**src/rtl/qpc_pkg.sv**
```systemverilog
// Shared encodings for the quadrature pulse counter.
// Assumes: event indices are fixed and decoded by software in this order.
package qpc_pkg;
    localparam int EVT_N   = 5;
    localparam int EV_THR1 = 0;
    localparam int EV_THR0 = 1;
    localparam int EV_LOW  = 2;
    localparam int EV_HIGH = 3;
    localparam int EV_ZERO = 4;

    typedef enum logic [1:0] {
        EDGE_NONE = 2'd0,
        EDGE_UP   = 2'd1,
        EDGE_DOWN = 2'd2,
        EDGE_RSVD = 2'd3
    } edge_act_e;

    typedef enum logic [1:0] {
        LVL_KEEP  = 2'd0,
        LVL_SWAP  = 2'd1,
        LVL_BLOCK = 2'd2,
        LVL_RSVD  = 2'd3
    } lvl_act_e;

    typedef enum logic [1:0] {
        ZC_POS_ZERO = 2'd0,
        ZC_NEG_ZERO = 2'd1,
        ZC_NEG_POS  = 2'd2,
        ZC_POS_NEG  = 2'd3
    } zc_mode_e;
endpackage

```
**src/rtl/qpc_input_cond.sv**
```systemverilog
// Input conditioning for one pin: a two-stage synchroniser followed by a
// width filter. When the filter is enabled, a new level is accepted only
// after it has been seen for filt_thr consecutive cycles. A threshold of 0
// behaves like 1.
// Assumes: din is asynchronous. filt_en and filt_thr are quasi-static.
module qpc_input_cond #(
    parameter int FILT_W = 10
) (
    input  logic              clk,
    input  logic              rst_n,
    input  logic              din,
    input  logic              filt_en,
    input  logic [FILT_W-1:0] filt_thr,
    output logic              dout
);
    localparam int RUN_W = FILT_W + 1;

    logic [1:0]        sync_q;
    logic              lvl_q;
    logic [FILT_W-1:0] run_q;
    logic [RUN_W-1:0]  run_inc;

    assign run_inc = {1'b0, run_q} + RUN_W'(1);
    assign dout    = lvl_q;

    // Two-flop synchroniser for the asynchronous pin.
    always_ff @(posedge clk) begin
        if (!rst_n) sync_q <= '0;
        else        sync_q <= {sync_q[0], din};
    end

    // Width filter: count cycles that disagree with the accepted level.
    always_ff @(posedge clk) begin
        if (!rst_n) begin
            lvl_q <= 1'b0;
            run_q <= '0;
        end else if (!filt_en) begin
            lvl_q <= sync_q[1];
            run_q <= '0;
        end else if (sync_q[1] == lvl_q) begin
            run_q <= '0;
        end else if (run_inc >= {1'b0, filt_thr}) begin
            lvl_q <= sync_q[1];
            run_q <= '0;
        end else begin
            run_q <= run_inc[FILT_W-1:0];
        end
    end
endmodule

```
**src/rtl/qpc_chan_act.sv**
```systemverilog
// Per-channel action decoder. It detects edges on the filtered pulse,
// selects the edge action, applies the control-level modifier and yields a
// signed step of -1, 0 or +1.
// Assumes: pulse_f and ctrl_f are already synchronous and filtered.
module qpc_chan_act
    import qpc_pkg::*;
(
    input  logic              clk,
    input  logic              rst_n,
    input  logic              pulse_f,
    input  logic              ctrl_f,
    input  logic [1:0]        pos_act,
    input  logic [1:0]        neg_act,
    input  logic [1:0]        hi_act,
    input  logic [1:0]        lo_act,
    output logic signed [1:0] step
);
    logic      prev_q;
    logic      rise, fall;
    logic      base_up, base_dn, up, dn;
    edge_act_e act;
    lvl_act_e  lvl;

    // Previous filtered pulse level for edge detection.
    always_ff @(posedge clk) begin
        if (!rst_n) prev_q <= 1'b0;
        else        prev_q <= pulse_f;
    end

    // Edge action selection, level modifier and step encoding.
    always_comb begin
        rise    = pulse_f & ~prev_q;
        fall    = ~pulse_f & prev_q;
        act     = rise ? edge_act_e'(pos_act) :
                  fall ? edge_act_e'(neg_act) : EDGE_NONE;
        base_up = (act == EDGE_UP);
        base_dn = (act == EDGE_DOWN);
        lvl     = ctrl_f ? lvl_act_e'(hi_act) : lvl_act_e'(lo_act);
        case (lvl)
            LVL_KEEP: begin up = base_up; dn = base_dn; end
            LVL_SWAP: begin up = base_dn; dn = base_up; end
            default:  begin up = 1'b0;    dn = 1'b0;    end
        endcase
        if (up)      step = 2'sb01;
        else if (dn) step = 2'sb11;
        else         step = 2'sb00;
    end
endmodule

```
**src/rtl/qpc_count_core.sv**
```systemverilog
// Signed total with limit wrap, match, zero-crossing and interrupt logic.
// Priority per cycle: clear, then a pending limit wrap, then pause, then the
// summed step.
// Assumes: lim_lo <= 0 <= lim_hi. step_sum is the sum of all channel steps.
module qpc_count_core
    import qpc_pkg::*;
#(
    parameter int CNT_W  = 16,
    parameter int STEP_W = 3
) (
    input  logic                    clk,
    input  logic                    rst_n,
    input  logic signed [STEP_W-1:0] step_sum,
    input  logic                    pause,
    input  logic                    clr,
    input  logic signed [CNT_W-1:0] lim_hi,
    input  logic signed [CNT_W-1:0] lim_lo,
    input  logic signed [CNT_W-1:0] thr0,
    input  logic signed [CNT_W-1:0] thr1,
    input  logic [EVT_N-1:0]        evt_en,
    input  logic                    int_clr,
    output logic [CNT_W-1:0]        count,
    output logic [EVT_N-1:0]        watch_evt,
    output logic [1:0]              zc_mode,
    output logic [EVT_N-1:0]        evt_seen,
    output logic                    irq_raw
);
    localparam int WIDE_W = CNT_W + STEP_W;
    localparam logic signed [CNT_W-1:0] ZERO = '0;

    logic signed [CNT_W-1:0]  cnt_q, cnt_d, nxt_n;
    logic signed [WIDE_W-1:0] cnt_ext, step_ext, hi_ext, lo_ext, nxt_w;
    logic                     wrap_q, wrap_d, step_ok, crossed;
    logic [EVT_N-1:0]         evt_c, evt_q, seen_q;
    zc_mode_e                 zc_q, zc_d;
    logic                     raw_q;

    assign cnt_ext  = {{STEP_W{cnt_q[CNT_W-1]}}, cnt_q};
    assign step_ext = {{CNT_W{step_sum[STEP_W-1]}}, step_sum};
    assign hi_ext   = {{STEP_W{lim_hi[CNT_W-1]}}, lim_hi};
    assign lo_ext   = {{STEP_W{lim_lo[CNT_W-1]}}, lim_lo};
    assign nxt_w    = cnt_ext + step_ext;
    assign nxt_n    = nxt_w[CNT_W-1:0];

    // Next total, events, wrap request and zero-cross code.
    always_comb begin
        step_ok = !clr && !wrap_q && !pause && (step_sum != '0);
        cnt_d   = cnt_q;
        wrap_d  = 1'b0;
        zc_d    = zc_q;
        evt_c   = '0;
        crossed = 1'b0;
        if (clr || wrap_q) begin
            cnt_d = ZERO;
        end else if (step_ok) begin
            cnt_d = nxt_n;
            if (evt_en[EV_THR0] && nxt_n == thr0) evt_c[EV_THR0] = 1'b1;
            if (evt_en[EV_THR1] && nxt_n == thr1) evt_c[EV_THR1] = 1'b1;
            if (evt_en[EV_HIGH] && nxt_w >= hi_ext && cnt_q < lim_hi)
                evt_c[EV_HIGH] = 1'b1;
            if (evt_en[EV_LOW] && nxt_w <= lo_ext && cnt_q > lim_lo)
                evt_c[EV_LOW] = 1'b1;
            if (cnt_q > ZERO && nxt_n == ZERO) begin
                zc_d = ZC_POS_ZERO; crossed = 1'b1;
            end else if (cnt_q < ZERO && nxt_n == ZERO) begin
                zc_d = ZC_NEG_ZERO; crossed = 1'b1;
            end else if (cnt_q < ZERO && nxt_n > ZERO) begin
                zc_d = ZC_NEG_POS; crossed = 1'b1;
            end else if (cnt_q > ZERO && nxt_n < ZERO) begin
                zc_d = ZC_POS_NEG; crossed = 1'b1;
            end
            if (evt_en[EV_ZERO] && crossed) evt_c[EV_ZERO] = 1'b1;
            wrap_d = evt_c[EV_HIGH] | evt_c[EV_LOW];
        end
    end

    // Total, wrap flag and zero-cross code registers.
    always_ff @(posedge clk) begin
        if (!rst_n) begin
            cnt_q  <= ZERO;
            wrap_q <= 1'b0;
            zc_q   <= ZC_POS_ZERO;
        end else begin
            cnt_q  <= cnt_d;
            wrap_q <= wrap_d;
            zc_q   <= zc_d;
        end
    end

    // Event pulse, last-event record and interrupt flag.
    always_ff @(posedge clk) begin
        if (!rst_n) begin
            evt_q  <= '0;
            seen_q <= '0;
            raw_q  <= 1'b0;
        end else begin
            evt_q <= evt_c;
            if (|evt_c) seen_q <= evt_c;
            raw_q <= (raw_q & ~int_clr) | (|evt_c);
        end
    end

    assign count     = cnt_q;
    assign watch_evt = evt_q;
    assign zc_mode   = zc_q;
    assign evt_seen  = seen_q;
    assign irq_raw   = raw_q;
endmodule

```
**src/rtl/quad_pulse_counter.sv**
```systemverilog
// Top of the pulse counter unit. It instantiates one conditioner per pin,
// one action decoder per channel, sums the channel steps and feeds the
// count core.
// Assumes: all configuration inputs are quasi-static and synchronous to clk.
module quad_pulse_counter
    import qpc_pkg::*;
#(
    parameter int NCH    = 2,
    parameter int CNT_W  = 16,
    parameter int FILT_W = 10
) (
    input  logic                clk,
    input  logic                rst_n,
    input  logic [NCH-1:0]      pulse_in,
    input  logic [NCH-1:0]      ctrl_in,
    input  logic [2*NCH-1:0]    pos_act,
    input  logic [2*NCH-1:0]    neg_act,
    input  logic [2*NCH-1:0]    hi_act,
    input  logic [2*NCH-1:0]    lo_act,
    input  logic                filt_en,
    input  logic [FILT_W-1:0]   filt_thr,
    input  logic                pause,
    input  logic                clr,
    input  logic [CNT_W-1:0]    lim_hi,
    input  logic [CNT_W-1:0]    lim_lo,
    input  logic [CNT_W-1:0]    thr0,
    input  logic [CNT_W-1:0]    thr1,
    input  logic [EVT_N-1:0]    evt_en,
    input  logic                int_ena,
    input  logic                int_clr,
    output logic [CNT_W-1:0]    count,
    output logic [EVT_N-1:0]    watch_evt,
    output logic [EVT_N+1:0]    status,
    output logic                irq_raw,
    output logic                irq
);
    localparam int STEP_W = $clog2(NCH + 1) + 1;

    logic [NCH-1:0]          pulse_f, ctrl_f;
    logic signed [1:0]       ch_step [NCH];
    logic signed [STEP_W-1:0] step_sum;
    logic [1:0]              zc_mode;
    logic [EVT_N-1:0]        evt_seen;

    for (genvar c = 0; c < NCH; c++) begin : g_chan
        qpc_input_cond #(.FILT_W(FILT_W)) u_pulse_cond (
            .clk(clk), .rst_n(rst_n), .din(pulse_in[c]),
            .filt_en(filt_en), .filt_thr(filt_thr), .dout(pulse_f[c])
        );
        qpc_input_cond #(.FILT_W(FILT_W)) u_ctrl_cond (
            .clk(clk), .rst_n(rst_n), .din(ctrl_in[c]),
            .filt_en(filt_en), .filt_thr(filt_thr), .dout(ctrl_f[c])
        );
        qpc_chan_act u_act (
            .clk(clk), .rst_n(rst_n),
            .pulse_f(pulse_f[c]), .ctrl_f(ctrl_f[c]),
            .pos_act(pos_act[2*c +: 2]), .neg_act(neg_act[2*c +: 2]),
            .hi_act(hi_act[2*c +: 2]),   .lo_act(lo_act[2*c +: 2]),
            .step(ch_step[c])
        );
    end

    // Sum the per-channel steps with sign extension.
    always_comb begin
        step_sum = '0;
        for (int c = 0; c < NCH; c++)
            step_sum = step_sum + {{(STEP_W-2){ch_step[c][1]}}, ch_step[c]};
    end

    qpc_count_core #(.CNT_W(CNT_W), .STEP_W(STEP_W)) u_core (
        .clk(clk), .rst_n(rst_n), .step_sum(step_sum),
        .pause(pause), .clr(clr),
        .lim_hi(lim_hi), .lim_lo(lim_lo), .thr0(thr0), .thr1(thr1),
        .evt_en(evt_en), .int_clr(int_clr),
        .count(count), .watch_evt(watch_evt), .zc_mode(zc_mode),
        .evt_seen(evt_seen), .irq_raw(irq_raw)
    );

    assign status = {evt_seen, zc_mode};
    assign irq    = irq_raw & int_ena;
endmodule

```
**config.mk**
```make
export PLATFORM = sky130hd
export DESIGN_NAME = quad_pulse_counter
export DESIGN_NICKNAME = d
export VERILOG_FILES = /design/src/rtl/qpc_pkg.sv /design/src/rtl/qpc_input_cond.sv /design/src/rtl/qpc_chan_act.sv /design/src/rtl/qpc_count_core.sv /design/src/rtl/quad_pulse_counter.sv
export SDC_FILE = /design/constraint.sdc
export NUM_CORES = 1
export LEC_CHECK = 0
export ABC_CLOCK_PERIOD_IN_PS = 6850
export BUFFER_PORTS_ARGS = -buffer_cell sky130_fd_sc_hd__buf_2
export CELL_PAD_IN_SITES_DETAIL_PLACEMENT = 0
export CELL_PAD_IN_SITES_GLOBAL_PLACEMENT = 1
export CORE_MARGIN = 5
export CORE_UTILIZATION = 43
export CTS_CLUSTER_DIAMETER = 30
export CTS_CLUSTER_SIZE = 14
export DETAILED_ROUTE_END_ITERATION = 8
export MAX_ROUTING_LAYER = met4
export PLACE_DENSITY = 0.94
export SLEW_MARGIN = 10
export SYNTH_ARGS = -nofsm -noshare
export SYNTH_HDL_FRONTEND = slang
export SYNTH_HIERARCHICAL = 1
export SYNTH_SLANG_ARGS = --single-unit
```
**constraint.sdc**
```tcl
create_clock -name clk -period 6.85 [get_ports clk]
set_input_delay 1.0275 -clock clk [delete_from_list [all_inputs] [get_ports clk]]
set_output_delay 1.0275 -clock clk [all_outputs]
set_load 0.02 [all_outputs]
```
# [After elaboration in Yosys (flattened, before gate mapping)]
# Index checks and enable logic that the tools add are counted.
[totals] regBits=84 latch_bits=0 mem_bits_rw=0 romBits=0 mem_count=0
[op_classes] addsub=6 multipliers=0 div_mod_pow=0 n_lt_le_gt_ge=12 eq_ne=20 n_shift=0 mux=47 n_bitwise=17 n_reduce_logical=35
[ops] cell="$add 10x1->11 const B" count=4
[ops] cell="$ge 11x10->1" count=4
[ops] cell="$eq 16x16->1" count=2
[ops] cell="$gt 16x1->1 const B" count=2
[ops] cell="$lt 16x1->1 const B" count=2
[ops] cell="$mux 2" count=14
[ops] cell="$mux 1" count=27
[ops] cell="$add 16x3->17" count=1
[ops] cell="$ge 17x16->1" count=1
[ops] cell="$le 17x16->1" count=1
[ops] cell="$gt 16x16->1" count=1
[ops] cell="$logic_not 16->1" count=1
[ops] cell="$lt 16x16->1" count=1
[ops] cell="$reduce_or 4->1" count=4
[ops] cell="$logic_and 1x1->1" count=14
[ops] cell="$mux 5" count=2
[ops] cell="$not 1->1" count=9
[ops] cell="$eq 2x1->1 const B" count=4
[ops] cell="$ne 2x1->1 const B" count=4
[ops] cell="$ne 2x2->1 const B" count=4
[ops] cell="$pmux 1 s2" count=4
[ops] cell="$reduce_and 2->1" count=4
[ops] cell="$and 1x1->1" count=6
[ops] cell="$reduce_or 5->1" count=1
[ops] cell="12 further kinds" count=20

# [Longest topological paths before layout]
[logic_depth] depth_word=24 depth_mapped=23

# [Hierarchy]
# Netlist, hierarchy kept.
[modules_own_cells] module="qpc_count_core" n_inst=1 cells_per_inst=555 area_per_inst_um2=4384.2
[modules_own_cells] module="qpc_input_cond" n_inst=4 cells_per_inst=86 area_per_inst_um2=790.8
[modules_own_cells] module="qpc_chan_act" n_inst=2 cells_per_inst=15 area_per_inst_um2=130.1
[modules_own_cells] module="quad_pulse_counter" n_inst=1 cells_per_inst=8 area_per_inst_um2=73.8

# [Worst setup path before layout]
# No wires, ideal clock.
[synth_path] path_type="in2reg" from="in pos_act[3]" to="reg u_core.raw_q, in the netlist u_core/irq_raw" setup_ns=0.125 arrival_ns=5.754 setup_slack_ns=0.971 stages=20 path_cell_list="and4bb_2 -> a31oi_2 -> o22ai_1 -> inv_1 -> fa_1 -> inv_1 -> fa_1 -> a21oi_1 -> o211ai_2 -> a2111o_1 -> and3_1 -> clkbuf_2 -> ha_1 -> nand4_1 -> or4_1 -> a21oi_1 -> o221ai_1 -> a32oi_1 -> o21ai_0 -> o41a_1"
[synth_lines] item="start, declared" line="quad_pulse_counter.sv:16" text="input logic [2*NCH-1:0] pos_act,"
[synth_lines] item="end signal, assigned" line="qpc_count_core.sv:99" text="raw_q <= (raw_q & ~int_clr) | (|evt_c);"
[synth_lines] item="end, declared" line="qpc_count_core.sv:36" text="logic raw_q;"

==> results by group <==
STA
  – Slew Limit Headroom: 0.541
  – Maximum frequency from static timing analysis: 158 MHz
  – Final Slew Violations: 0
  – Unrepaired setup endpoints after global routing: false
  – Post-route minimum period: 6.32 ns
  – Final setup skew: 0.0117 ns
  – Transition at the pin with the smallest max-transition slack: 0.686 ns
  – Hold Violations, Final: 0
  – Accumulated negative setup slack: 0 ns
  – Period Utilization, post-route: 0.923
  – Final setup viols: 0

Global route
  – Leftover overflow at the end of global routing: 0
  – Pin count of the biggest net entering global routing: 30
  – Initial antenna violation count: 0
  – Total Routing Usage GR: 0.212
  – First-pass GRT wire length: roughly 36 mm
  – Via count of the first global-routing pass: 7,140

Finish
  – Non-filler instance count after layout: 1,321
  – Fillers: ~1,700
  – Final net count: 1,323
  – # diodes: 0
  – Share of final-layout standard cells stronger than drive strength 1: 0.204
  – Synth-to-layout area growth: 17.1%

Place
  – Post-Place Cells: 1,306
  – Final HPWL DP: 18.5 mm
  – Final Wtd Congestion: 0.992
  – Number of buffers added on ports: 135

Clock tree
  – Maximum buffer depth of the clock tree: 2
  – Setup Buffers After CTS: 0
  – Count of clock tree sinks: 84
  – TritonCTS clock tree: done
  – H-tree levels: 3
  – Clock latency on the worst-skew pair: 0.34 ns
  – Clock-pin slew on the worst setup and hold paths: ~0.060 ns
  – Total CTS buffers: 9
  – Number of buffers inserted by hold repair at cts: 0
  – Clock Root Buffer: clkbuf_16
  – Post-CTS Resized: 0

Setup path
  – Data required time at the worst endpoint: 7.07 ns
  – Element type at the critical path start: input port
  – Worst path most repeated cell: ha_1
  – Critical-path cell list: buf_2, and4bb_2, a31oi_1, a21boi_1, ha_1, inv_1, fa_1, buf_4, ha_1, nand2_2, o311ai_2, a31oi_4, o41ai_4, xor2_2, ha_1, nand3_1, or4_1, a21oi_1, o221ai_1, a32oi_1, o21ai_0, o41a_1
  – CP peak stage delay: 0.47 ns
  – Kind of critical path: input port to flip-flop
  – CP endpoint kind: flip-flop
  – Maximum net fanout on the critical path: 8
  – Slowest library cell on the worst path: ha_1
  – Crit path DAT: 6.55 ns

Yosys
  – Fraction of synthesized cell area in xor and xnor cells: 0.0880
  – Post-synthesis simple-gate area fraction: 0.222
  – Distinct cell type count after synthesis: 84
  – Largest family of logic cells by synthesized area: simple AND/OR/NAND/NOR gates
  – Synth Area in Compound Gates: 0.196
  – Synthesized area divided by synthesized cell count: 8.41 um2
  – Library cell with the highest instance count after synthesis: ha_1
  – Adder-Cell Fraction of Synth Area: 0.208
  – Cell type with the highest aggregate area in the netlist: dfxtp_1
  – Synthesis warning total: 6
  – Cell count after synthesis: 937
  – Async set or reset register ratio after synthesis: 0
  – Top flip-flop cell by instance count after synthesis: dfxtp_1
  – Netlist area before placement: slightly below 8000 um2
  – Area contributors post-synth: dfxtp_1 (21%), ha_1 (20%), inv_1 (4.7%)
  – Fraction of the yosys area taken by sequential cells: 0.213
  – Post-Synthesis Net Count: 1,172
  – Post-synthesis mux area share: 0.0168
  – Most numerous cell types in the synthesized netlist: ha_1 (126), inv_1 (99), dfxtp_1 (84)
  – Proportion of netlist area held by the largest area contributor: 0.213
  – Post-synthesis sequential element count: 84
  – Number of synthesized flops with an enable pin: 0

Routing
  – Initial DRT Pass Iterations: 5
  – Routed wire length per instance: 17.1 um
  – Number of vias after detailed routing: 7,333
  – Detailed Route Iter0 Violations: 460
  – Residual DRC: 0
  – WL final: ~23 mm
  – Vias/cell: 5.55
  – Remaining antenna violation count: 0

Floorplan
  – I/O Pins: 136
  – Std-Cell Rows: 49
  – Initial core utilization: 0.437
  – Core area: 18,000 um2
  – DIE WIDTH: 145 um
  – Overall die area: about 21,000 um2
  – Vertical die dimension: ~150 um

Status
  – Run status: completed

Power
  – Reported leakage power: 4.71 nW
  – Total power per unit cell area: 126 nW/um2
  – VDD IR-drop max: 0.104 mV

Flow run
  – Count of max-cap constraint violations: 0

Min path
  – Class of the most critical hold timing path: flip-flop to flip-flop
## through the flow
| step | power [mW] | cell area (um2) | hold WS, ns | worst slack (ns) | utilization |
|---|---|---|---|---|---|
| 6_report | 1.17 | 9230 | 0.434 | 0.529 | 0.512 |
| 5_1_grt | 1.22 | 9230 | 0.449 | 0.220 | 0.512 |
| 4_1_cts | 1.18 | 9230 | 0.439 | 0.653 | 0.512 |
| 3_5_place_dp | 0.679 | 8930 | 0.424 | 0.317 | 0.495 |
| 3_3_place_gp | 0.676 | 8930 | 0.417 | 0.440 | 0.495 |
| 2_1_floorplan | 0.604 | 7880 | 0.412 | 0.971 | - |
## worst paths after layout
kind,start,endpoint,slack (ns),cells after the start
worst max-delay path,pos_act[2],u_core/irq_raw,0.53,22
worst min-delay path,g_chan[1].u_pulse_cond/sync_q[0],g_chan[1].u_pulse_cond/sync_q[1],0.43,1
worst min register to register,g_chan[1].u_pulse_cond/sync_q[0],g_chan[1].u_pulse_cond/sync_q[1],0.43,1
worst max register to register,g_chan[1].u_ctrl_cond/dout,u_core/irq_raw,0.83,20
## critical path, delay by kind of cell
kind            cells  cell delay, ns
simple gates        4            0.99
compound gates     10            2.60
fa+ha+maj           4            1.42
xor+xnor            1            0.12
buf+inv             3            0.37
## layer usage
layer,GRT usage,wire length [um],vias to the layer above
met5,-,0,-
met4,0.0555,395,0
met3,0.0399,1360,29
met2,0.359,11100,235
met1,0.261,9780,3411
li1,-,-,3658
## layout by cell type (no fill, tap or decap), drive strengths merged, types with 8 or more instances in the layout
master / count
clkbuf: 10
mux2i: 11
ha: 126
a31oi: 12
o211ai: 8
nand2: 74
a211oi: 9
inv: 100
and2: 15
o2111ai: 8
xnor2: 38
a21o: 20
and3: 24
nand3: 40
buf: 155
xor2: 30
nor3: 16
dfxtp: 84
nor2b: 46
nand2b: 9
nor2: 53
o21ai: 31
nor4: 8
a21oi: 65
nand4: 17
## registers in the layout, indices dropped and copies added (netlist names)
register                    flops
u_core/wrap_q                   1
u_core/zc_mode                  2
g_chan.u_act/prev_q             2
g_chan.u_ctrl_cond/sync_q       4
u_core/irq_raw                  1
u_core/evt_seen                 5
u_core/count                   16
g_chan.u_pulse_cond/run_q      20
g_chan.u_pulse_cond/dout        2
u_core/watch_evt                5
g_chan.u_ctrl_cond/run_q       20
g_chan.u_pulse_cond/sync_q      4
g_chan.u_ctrl_cond/dout         2
## report_power, final
group	total [mW]	switching [mW]	internal, mW
registers	0.495	0.00317	0.492
logic	0.174	0.0966	0.0772
clock network	0.497	0.205	0.292
## kinds of logic (layout without fill, tap and decap cells)
logic type,after synthesis,in the layout
buffers and inverters,114,269
DFF,84,84
AOI/OAI and AO/OA,200,200
muxes,13,13
adders and majority gates,129,129
and+or+nand+nor,325,325
xor gates and xnor gates,72,72
## final cells by class
| type | count | area [um2] | share of cell area |
|---|---|---|---|
| Inverter | 99 | 372 | 0.0403 |
| Clock buffer | 10 | 239 | 0.0259 |
| Sequential cell | 84 | 1680 | 0.182 |
| Timing Repair Buffer | 155 | 826 | 0.0895 |
| Multi-Input combinational cell | 739 | 5770 | 0.625 |
| Tap cell | 229 | 287 | 0.0310 |
| Clock inverter | 5 | 61.3 | 0.00664 |
No activity file was read; power rests on OpenSTA's default activity.
